===== src/rtl/pwr_pkg.sv =====
package pwr_pkg;

  typedef enum logic [1:0] {
    ST_IDLE  = 2'd0,
    ST_NEGO  = 2'd1,
    ST_BITS  = 2'd2,
    ST_DRAIN = 2'd3
  } rx_state_e;

  typedef enum logic [1:0] {
    CLS_ZERO = 2'd0,
    CLS_ONE  = 2'd1,
    CLS_BAD  = 2'd2
  } bit_cls_e;

  // window bounds in tenths of the reference period
  localparam int unsigned ONE_LO_T  = 6;
  localparam int unsigned ONE_HI_T  = 8;
  localparam int unsigned ZERO_LO_T = 2;
  localparam int unsigned ZERO_HI_T = 4;

  // classify a measured high time against the reference period
  function automatic bit_cls_e classify_high(input logic [31:0] high_len,
                                             input logic [31:0] period);
    logic [63:0] h10;
    logic [63:0] p64;
    h10 = 64'(high_len) * 64'd10;
    p64 = 64'(period);
    if (h10 >= p64 * 64'(ONE_LO_T) && h10 <= p64 * 64'(ONE_HI_T))
      return CLS_ONE;
    else if (h10 >= p64 * 64'(ZERO_LO_T) && h10 <= p64 * 64'(ZERO_HI_T))
      return CLS_ZERO;
    else
      return CLS_BAD;
  endfunction

  // silence length that closes a message: two reference periods
  function automatic logic [32:0] silence_limit(input logic [31:0] period);
    return {period, 1'b0};
  endfunction

endpackage


===== src/rtl/line_sync.sv =====
module line_sync #(
  parameter int STAGES = 2
) (
  input  logic clk,
  input  logic rst_n,
  input  logic d_in,
  output logic d_out
);
  logic [STAGES-1:0] chain;

  always_ff @(posedge clk or negedge rst_n) begin
    if (!rst_n) begin
      chain <= '0;
    end else begin
      chain[0] <= d_in;
      for (int i = 1; i < STAGES; i++) chain[i] <= chain[i-1];
    end
  end

  assign d_out = chain[STAGES-1];
endmodule


===== src/rtl/glitch_filter.sv =====
module glitch_filter #(
  parameter int HOLD = 5
) (
  input  logic clk,
  input  logic rst_n,
  input  logic lvl_in,
  output logic lvl_out,
  output logic rise_p,
  output logic fall_p
);
  localparam int CW = (HOLD > 1) ? $clog2(HOLD) : 1;
  localparam logic [CW-1:0] LAST = CW'(HOLD - 1);

  logic [CW-1:0] run_cnt;
  logic          differs;
  logic          accept;

  assign differs = (lvl_in != lvl_out);
  assign accept  = differs && (run_cnt == LAST);

  always_ff @(posedge clk or negedge rst_n) begin
    if (!rst_n) begin
      run_cnt <= '0;
      lvl_out <= 1'b0;
      rise_p  <= 1'b0;
      fall_p  <= 1'b0;
    end else begin
      rise_p <= accept && lvl_in;
      fall_p <= accept && !lvl_in;
      if (accept) begin
        lvl_out <= lvl_in;
        run_cnt <= '0;
      end else if (differs) begin
        run_cnt <= run_cnt + 1'b1;
      end else begin
        run_cnt <= '0;
      end
    end
  end

  // the filtered level only ever moves to the level seen at the input
  p_filter_follows_r1: assert property (@(posedge clk) disable iff (!rst_n)
    (lvl_out != $past(lvl_out)) |-> ($past(lvl_in) == lvl_out));

  // an edge strobe always agrees with the new filtered level
  p_edge_matches_level_r1: assert property (@(posedge clk) disable iff (!rst_n)
    rise_p |-> (lvl_out && !$past(lvl_out)));
endmodule


===== src/rtl/pulse_timer.sv =====
module pulse_timer #(
  parameter int CNT_W = 16
) (
  input  logic             clk,
  input  logic             rst_n,
  input  logic             lvl,
  input  logic             rise_p,
  output logic [CNT_W-1:0] low_run,
  output logic [CNT_W-1:0] since_rise
);
  localparam logic [CNT_W-1:0] CMAX = '1;

  always_ff @(posedge clk or negedge rst_n) begin
    if (!rst_n) begin
      low_run    <= '0;
      since_rise <= '0;
    end else begin
      if (lvl)                low_run <= '0;
      else if (low_run != CMAX) low_run <= low_run + 1'b1;

      if (rise_p)                  since_rise <= {{(CNT_W-1){1'b0}}, 1'b1};
      else if (since_rise != CMAX) since_rise <= since_rise + 1'b1;
    end
  end
endmodule


===== src/rtl/frame_fsm.sv =====
module frame_fsm
  import pwr_pkg::*;
#(
  parameter int CNT_W    = 16,
  parameter int IDLE_MIN = 16,
  parameter int NEGO_MAX = 500
) (
  input  logic             clk,
  input  logic             rst_n,
  input  logic             rise_p,
  input  logic             fall_p,
  input  logic [CNT_W-1:0] low_run,
  input  logic [CNT_W-1:0] since_rise,
  output logic [7:0]       byte_data,
  output logic             byte_valid,
  output logic             msg_start,
  output logic             msg_stop,
  output logic             frame_err,
  output logic             short_byte
);
  localparam logic [CNT_W-1:0] IDLE_LIM = CNT_W'(IDLE_MIN);
  localparam logic [CNT_W-1:0] NEGO_LIM = CNT_W'(NEGO_MAX);

  rx_state_e        st;
  logic [CNT_W-1:0] ref_per;
  logic [2:0]       nbits;
  logic [6:0]       shreg;

  // named internal events
  logic     start_ok;
  logic     silence;
  logic     nego_tmo;
  bit_cls_e cls;
  logic     cur_bit;
  logic [32:0] stop_lim;

  always_comb begin
    stop_lim = silence_limit(32'(ref_per));
    start_ok = rise_p && (low_run >= IDLE_LIM);
    silence  = !rise_p && (33'(since_rise) >= stop_lim);
    nego_tmo = !rise_p && (since_rise >= NEGO_LIM);
    cls      = classify_high(32'(since_rise), 32'(ref_per));
    cur_bit  = (cls == CLS_ONE);
  end

  always_ff @(posedge clk or negedge rst_n) begin
    if (!rst_n) begin
      st         <= ST_IDLE;
      ref_per    <= '0;
      nbits      <= '0;
      shreg      <= '0;
      byte_data  <= '0;
      byte_valid <= 1'b0;
      msg_start  <= 1'b0;
      msg_stop   <= 1'b0;
      frame_err  <= 1'b0;
      short_byte <= 1'b0;
    end else begin
      byte_valid <= 1'b0;
      msg_start  <= 1'b0;
      msg_stop   <= 1'b0;
      frame_err  <= 1'b0;
      short_byte <= 1'b0;
      case (st)
        ST_IDLE: begin
          if (start_ok) begin
            st        <= ST_NEGO;
            msg_start <= 1'b1;
          end
        end
        ST_NEGO: begin
          if (rise_p) begin
            ref_per <= since_rise;
            nbits   <= '0;
            st      <= ST_BITS;
          end else if (nego_tmo) begin
            msg_stop <= 1'b1;
            st       <= ST_IDLE;
          end
        end
        ST_BITS: begin
          if (silence) begin
            msg_stop   <= 1'b1;
            short_byte <= (nbits != 3'd0);
            st         <= ST_IDLE;
          end else if (fall_p) begin
            if (cls == CLS_BAD) begin
              frame_err <= 1'b1;
              st        <= ST_DRAIN;
            end else begin
              shreg <= {shreg[5:0], cur_bit};
              if (nbits == 3'd7) begin
                byte_data  <= {shreg, cur_bit};
                byte_valid <= 1'b1;
                nbits      <= '0;
              end else begin
                nbits <= nbits + 3'd1;
              end
            end
          end
        end
        ST_DRAIN: begin
          if (silence) begin
            msg_stop <= 1'b1;
            st       <= ST_IDLE;
          end
        end
        default: st <= ST_IDLE;
      endcase
    end
  end

  // a start follows a long enough low run
  p_start_after_idle_r2: assert property (@(posedge clk) disable iff (!rst_n)
    msg_start |-> ($past(low_run) >= IDLE_LIM));

  // a byte strobe follows a falling edge
  p_byte_after_fall_r6: assert property (@(posedge clk) disable iff (!rst_n)
    byte_valid |-> $past(fall_p));

  // an error never coincides with a byte
  p_no_byte_on_err_r7: assert property (@(posedge clk) disable iff (!rst_n)
    frame_err |-> !byte_valid);

  // a post-negotiation stop only after two silent periods
  p_stop_after_silence_r8: assert property (@(posedge clk) disable iff (!rst_n)
    (msg_stop && $past(st) != ST_NEGO) |->
      (33'($past(since_rise)) >= {$past(ref_per), 1'b0}));

  // the short-byte flag only comes with a stop
  p_short_with_stop_r9: assert property (@(posedge clk) disable iff (!rst_n)
    short_byte |-> msg_stop);

  // a stop out of negotiation only after the timeout
  p_nego_timeout_r10: assert property (@(posedge clk) disable iff (!rst_n)
    (msg_stop && $past(st) == ST_NEGO) |-> ($past(since_rise) >= NEGO_LIM));
endmodule


===== src/rtl/pw_bit_receiver.sv =====
module pw_bit_receiver #(
  parameter int SYNC_STAGES = 2,
  parameter int GLITCH_LEN  = 5,
  parameter int CNT_W       = 16,
  parameter int IDLE_MIN    = 16,
  parameter int NEGO_MAX    = 500
) (
  input  logic       clk,
  input  logic       rst_n,
  input  logic       line_in,
  output logic [7:0] byte_data,
  output logic       byte_valid,
  output logic       msg_start,
  output logic       msg_stop,
  output logic       frame_err,
  output logic       short_byte
);
  logic             line_s;
  logic             line_f;
  logic             rise_p;
  logic             fall_p;
  logic [CNT_W-1:0] low_run;
  logic [CNT_W-1:0] since_rise;

  line_sync #(.STAGES(SYNC_STAGES)) u_sync (
    .clk(clk), .rst_n(rst_n), .d_in(line_in), .d_out(line_s)
  );

  glitch_filter #(.HOLD(GLITCH_LEN)) u_filt (
    .clk(clk), .rst_n(rst_n), .lvl_in(line_s), .lvl_out(line_f),
    .rise_p(rise_p), .fall_p(fall_p)
  );

  pulse_timer #(.CNT_W(CNT_W)) u_timer (
    .clk(clk), .rst_n(rst_n), .lvl(line_f), .rise_p(rise_p),
    .low_run(low_run), .since_rise(since_rise)
  );

  frame_fsm #(.CNT_W(CNT_W), .IDLE_MIN(IDLE_MIN), .NEGO_MAX(NEGO_MAX)) u_fsm (
    .clk(clk), .rst_n(rst_n), .rise_p(rise_p), .fall_p(fall_p),
    .low_run(low_run), .since_rise(since_rise),
    .byte_data(byte_data), .byte_valid(byte_valid), .msg_start(msg_start),
    .msg_stop(msg_stop), .frame_err(frame_err), .short_byte(short_byte)
  );
endmodule


===== config.mk =====
export PLATFORM = sky130hd
export DESIGN_NAME = pw_bit_receiver
export DESIGN_NICKNAME = d
export VERILOG_FILES = /design/src/rtl/pwr_pkg.sv /design/src/rtl/line_sync.sv /design/src/rtl/glitch_filter.sv /design/src/rtl/pulse_timer.sv /design/src/rtl/frame_fsm.sv /design/src/rtl/pw_bit_receiver.sv
export SDC_FILE = /design/constraint.sdc
export NUM_CORES = 1
export LEC_CHECK = 0
export ABC_CLOCK_PERIOD_IN_PS = 5400
export BUFFER_PORTS_ARGS = -buffer_cell sky130_fd_sc_hd__buf_2
export CAP_MARGIN = 20
export CORE_ASPECT_RATIO = 0.75
export CORE_MARGIN = 3
export CORE_UTILIZATION = 45
export DETAILED_ROUTE_END_ITERATION = 8
export GPL_ROUTABILITY_DRIVEN = 1
export GPL_TIMING_DRIVEN = 0
export HOLD_SLACK_MARGIN = 0.08
export PLACE_DENSITY = 0.65
export SLEW_MARGIN = 20
export SYNTH_ARGS = -nofsm -noshare
export SYNTH_HDL_FRONTEND = slang
export SYNTH_SLANG_ARGS = --single-unit

===== constraint.sdc =====
create_clock -name clk -period 5.4 [get_ports clk]
set_input_delay 0.54 -clock clk [delete_from_list [all_inputs] [get_ports clk]]
set_output_delay 0.54 -clock clk [all_outputs]
set_load 0.01 [all_outputs]

Word level (Yosys, flattened, before mapping)
Cells that the tools add are included.

Logic and storage cells: 111. Register bits: 81. Input port bits: 3. Output and inout port bits: 13.

Magnitude comparators: 7. Equality and inequality tests: 19. Muxes and demuxes: 39. $mul: 2. Reduce and logical (&&, ||, !) cells: 21. Add/subtract/negate cells: 4. Bitwise gates (word level): 2.

Operators with widths (number): $mux W16 (4); $add A16 B1 Y16 const B (2); $ne A16 B16 Y1 const B (2); $mux W3 (7); $ge A20 B17 Y1 (1); $ge A20 B19 Y1 (1); $le A20 B18 Y1 (1); $le A20 B19 Y1 (1); $mul A16 B3 Y19 const B (1); $mul A16 B2 Y18 const B (1); $mux W2 (9); $ge A16 B17 Y1 (1); $ge A16 B5 Y1 const B (1); $ge A16 B9 Y1 const B (1); $mux W1 (16); $reduce_and A5 Y1 (3); $logic_and A1 B1 Y1 (8); $ne A2 B2 Y1 const B (4); $pmux W2 S4 (1); $add A3 B1 Y3 const B (2); $eq A2 B2 Y1 const B (3); $eq A3 B3 Y1 const B (2); $ne A3 B2 Y1 const B (2); $pmux W3 S2 (1); 13 further kinds (19).

Depth between registers and ports, before layout
Word-level depth: 10. Gate-level depth with buffers: 21. Mapped depth without buffers: 21.

Hierarchy
From an unflattened synthesis, not the netlist that was laid out.

Cell total of the unflattened synthesis: 753. Area, all modules: 7016.7 sq um.

By module, submodules not included: frame_fsm (area an instance 4929.7 sq um, seq. area each 1026.0 sq um, instances 1, cells an instance 547); pulse_timer (area an instance 1779.2 sq um, seq. area each 800.8 sq um, instances 1, cells an instance 184); glitch_filter (area an instance 257.7 sq um, seq. area each 150.1 sq um, instances 1, cells an instance 20); line_sync (area an instance 50.0 sq um, seq. area each 50.0 sq um, instances 1, cells an instance 2).

Worst setup path before layout
OpenSTA, ideal clock, no wires.

Kind: reg-to-reg. Start point: register u_timer.since_rise[3]. End point: register u_fsm.byte_data[1]. Setup time: 0.125 ns. Path slack: 0.471 ns. Path buffers: 0. Cell stages (with the launch flop): 21. Required time: 5.275 ns. Period minus slack after synthesis: 4.929 ns. Arrival time: 4.805 ns. Cell sequence: dfrtp_1 ha_1 ha_1 inv_1 fa_1 and2b_1 o2111ai_1 a31oi_1 o21ai_0 nand2b_1 a21oi_1 o21ai_0 xor2_1 ha_1 a21o_1 a211oi_1 o21ai_0 o31ai_1 o221ai_1 a211oi_4 mux2_2.

Longest elaborated chain between the ends: 8. Elaborated cells between the ends (all ways): 15. Classes of those cells: mul: 1; order compare: 5; eq/ne: 1; mux: 2; bitwise: 2; reduce/logical: 4.

Ends and longest elaborated chain: start, declared (RTL line pulse_timer.sv:9) `output logic [CNT_W-1:0] since_rise`; start signal, assigned (RTL line pulse_timer.sv:21) `if (rise_p) since_rise <= {{(CNT_W-1){1'b0}}, 1'b1};`; start signal, assigned (RTL line pulse_timer.sv:22) `else if (since_rise != CMAX) since_rise <= since_rise + 1'b1;`; $mul A16 B3 Y19 (RTL line pwr_pkg.sv:27) `h10 = 64'(high_len) * 64'd10;`; $ge A20 B17 Y1 or $le A20 B18 Y1 (tied branches) (RTL line pwr_pkg.sv:31) `else if (h10 >= p64 * 64'(ZERO_LO_T) && h10 <= p64 * 64'(ZERO_HI_T))`; $logic_and A1 B1 Y1 (RTL line pwr_pkg.sv:31); $mux W2 (RTL line pwr_pkg.sv:31); $mux W2 (RTL line pwr_pkg.sv:29) `if (h10 >= p64 * 64'(ONE_LO_T) && h10 <= p64 * 64'(ONE_HI_T))`; $eq A2 B2 Y1 (RTL line frame_fsm.sv:87) `if (cls == CLS_BAD) begin`; $not A1 Y1 (no source line); $reduce_and A5 Y1 (no source line) *; end signal, assigned (RTL line frame_fsm.sv:93) `byte_data <= {shreg, cur_bit};`; end, declared (RTL line frame_fsm.sv:14) `output logic [7:0] byte_data,`.

Every way passes the cells marked *; elsewhere a longest branch is shown, timed or not. A chain may end at the register's enable or synchronous reset.

Worst setup path after layout
Start point: register u_timer.since_rise[3]. End point: register u_fsm.byte_data[4].

Same word-level chain as after synthesis.

==> metrics.txt <==
yosys warns 0; Worst R2R Start u_timer.since_rise[3]; critical path fanouts, max 8; Leak Pwr 3.783 nW; Crit Path Category flop to flop; crit path time final 5254 ps; Post-synth ARST share 1.000; maximum clock rate 190.3 MHz; layout cells sized above 1 0.1325; post-route ant nets 0; Ports 16; Clock Pin Slew Worst Setup and Hold Paths 60 ps; initial drt markers 357; Final Max Slew Viols 0; Die Wd 148.7 µm; outcome complete, no violations; WP data arrival 5480 ps; Yosys top cell area share 0.2950; hold crit path type primary input to asynchronous set/reset pin; Congestion Overflow GR 0; Post-Syn Instances 725; Worst Tran Pin Value 1018 ps; Port Buffers 15; register area 2031 µm²; commonest non-fill, non-tap cell in the layout ha_1; row count 38; start point of the critical path u_timer.since_rise[3]; Die H 113.0 µm; placed cell count 941; initial antenna violation count 0; Finished Layout Cells 970; Initial Util 0.4677; first-pass GRT wire length 27970 µm; MaxCap Viol Count 0; Clock Tree Buf Depth 2; Synth area leaders dfrtp_1 29%, ha_1 24%, mux2_2 4.3%; # diodes 0; Worst R2R End u_fsm.byte_data[4]; post-synthesis cell type count 62; skew final 8.752 ps; drt via density 5.771; Clk Latency, worst-skew pair 340 ps; Total Routing Usage GR 0.2047; Post-Syn Nets 862; Die ar. 16800 µm²; CP startpoint kind flop; Final nets 902; hpwl dp 12750 µm; routability cong. 0.9133; Post-Syn Area 6872 µm²; Worst Setup End Kind flop; VDD IR max 251.5 µV; H-tree depth 3; via count 5598; commonest cells after routing, fill and taps aside 130 x ha_1, 78 x dfrtp_1, 61 x nor2_1, 45 x a21oi_1, 44 x nand2_1; CTS Root Cell clkbuf_16; worst hold margin 161.5 ps; Routed wire per std cell 17.11 µm; Worst Path Required 5620 ps; flop-to-flop setup slack 150 ps; CP endpoint u_fsm.byte_data[4]; Max-slew headroom 0.3157; Multi-input gate area 4785 µm²; total iterations of the first detailed-routing run 5; hold-fix buffer count after cts 0; syn avg cell area 9.478 µm²; CTS tree done; area leader, netlist dfrtp_1; largest net degree at the start of global routing 47; Yosys reg bits 81; PwrDens 496.3 nW/µm²; drt total wl 16600 µm; top_reg_cell synth dfrtp_1; CTS buffer count 9; Syn-to-layout area delta 13.04%; Remaining DRCs 0; number of setup violations in the final report 0; worst reg2reg path depth 22; Core Area 14690 µm²; sequential cell area fraction in the yosys report 0.2950; Final Cycle Share 0.9729; fill cell count 1284; Pwr Total 3.855 mW; EDFF count, synth 0; vias in the first global route 5447; Clock Sinks 81; Final Hold Viols 0
[layout make-up]
type | count | share of cell area
timing repair buffer | 29 | 0.02706
clock buffer | 10 | 0.03077
multi-input combinational | 594 | 0.6160
buffer | 8 | 0.003866
tap | 200 | 0.03222
sequential | 81 | 0.2614
clock inverter | 6 | 0.008376
inverter | 42 | 0.02030
[worst max-delay path, stage by stage, from the launching register on]
cell and delay [ps]:
dfrtp_2 480, ha_4 290, ha_2 190, inv_1 60, fa_2 360, and2b_2 260, o2111ai_4 140, a31oi_4 270
o21ai_0 110, nand2b_1 150, a21oi_4 100, o21ai_2 180, xor2_2 200, buf_4 150, ha_1 230, a21o_1 190
a211oi_2 220, o21ai_1 120, o31ai_2 360, o221ai_4 240, a211oi_4 350, buf_6 160, mux2_2 320
[stage by stage]
stage	area (µm²)	setup slack [ps]	util	setup TNS, ps
finish	7767	146.1	0.5287	0
global route	7767	-81.84	0.5287	-526.4
CTS	7596	25.00	0.5170	0
detailed placement	7227	-623.6	0.4919	-8997
global placement	7197	-497.6	0.4899	-6624
floorplan	6872	470.7	-	0
[cell families (layout without fill, tap and decap cells)]
| kind of cell | Yosys count | count (layout) | synth area share |
|---|---|---|---|
| buffers and inverters | 50 | 95 | 0.02731 |
| xor gates and xnor gates | 49 | 49 | 0.06245 |
| AOI/OAI and AO/OA | 153 | 153 | 0.1508 |
| muxes | 31 | 31 | 0.04989 |
| and+or+nand+nor | 227 | 227 | 0.1684 |
| DFF | 81 | 81 | 0.2950 |
| adders and majority gates | 134 | 134 | 0.2462 |
[synthesized netlist by cell type (4+ instances only)]
library cell    n
nand2b_1       10
nand3b_1        4
clkbuf_1        8
o21ai_0        30
mux2i_1         5
o21a_1          6
inv_1          42
dfrtp_1        81
nor2b_1        12
nand2_1        44
mux2_2         26
a211oi_1        6
nor2_1         62
xor2_1         27
a21o_1         15
nor3_1         15
a2111oi_0       4
a21oi_1        46
and3_1          7
nand3_1        20
o31ai_1         6
or3_1           4
nor4_1          7
o211ai_1        4
xnor2_1        22
a31oi_1         7
nor3b_1         5
nand4_1        19
o2111ai_1       4
ha_1          132
[worst min-delay path by stage]
stage | slack (ps) | end | start
final | 160 | u_fsm.shreg[3] | rst_n
after global routing | 200 | u_fsm.shreg[3] | rst_n
after CTS | 180 | u_fsm.byte_data[3] | rst_n
after detailed placement | 340 | u_sync.chain[1] | u_sync.chain[0]
after global placement | 340 | u_sync.chain[1] | u_sync.chain[0]
after floorplan | 240 | u_filt.fall_p | rst_n
[what timing repair did]
action,in CTS,in global routing
setup buffers,5,8
pin swaps,3,7
endpoints found under the hold margin,0,0
resized for setup,5,23
endpoints found under the setup margin,21,20
[per-layer routing]
metal  part of all wire  global-route usage  up-vias
li1                   -                   -     2748
met1               0.51              0.3194     2684
met2               0.42              0.2984      153
met3              0.059             0.02922       13
met4             0.0095             0.04738        0
met5                  0                   0        -
[registers in the layout, summed over array words and instances (netlist names), 3 cells and up]
signal	count
u_fsm.nbits	3
u_timer.since_rise	16
u_timer.low_run	16
u_fsm.shreg	7
u_fsm.byte_data	8
u_filt.run_cnt	3
u_fsm.ref_per	16
[where the power goes]
part	switching [mW]	total, mW	internal (mW)
combinational	1.41	2.47	1.07
sequential	0.0883	0.753	0.664
clock	0.256	0.628	0.373
Power figures use the tool's default switching activity.
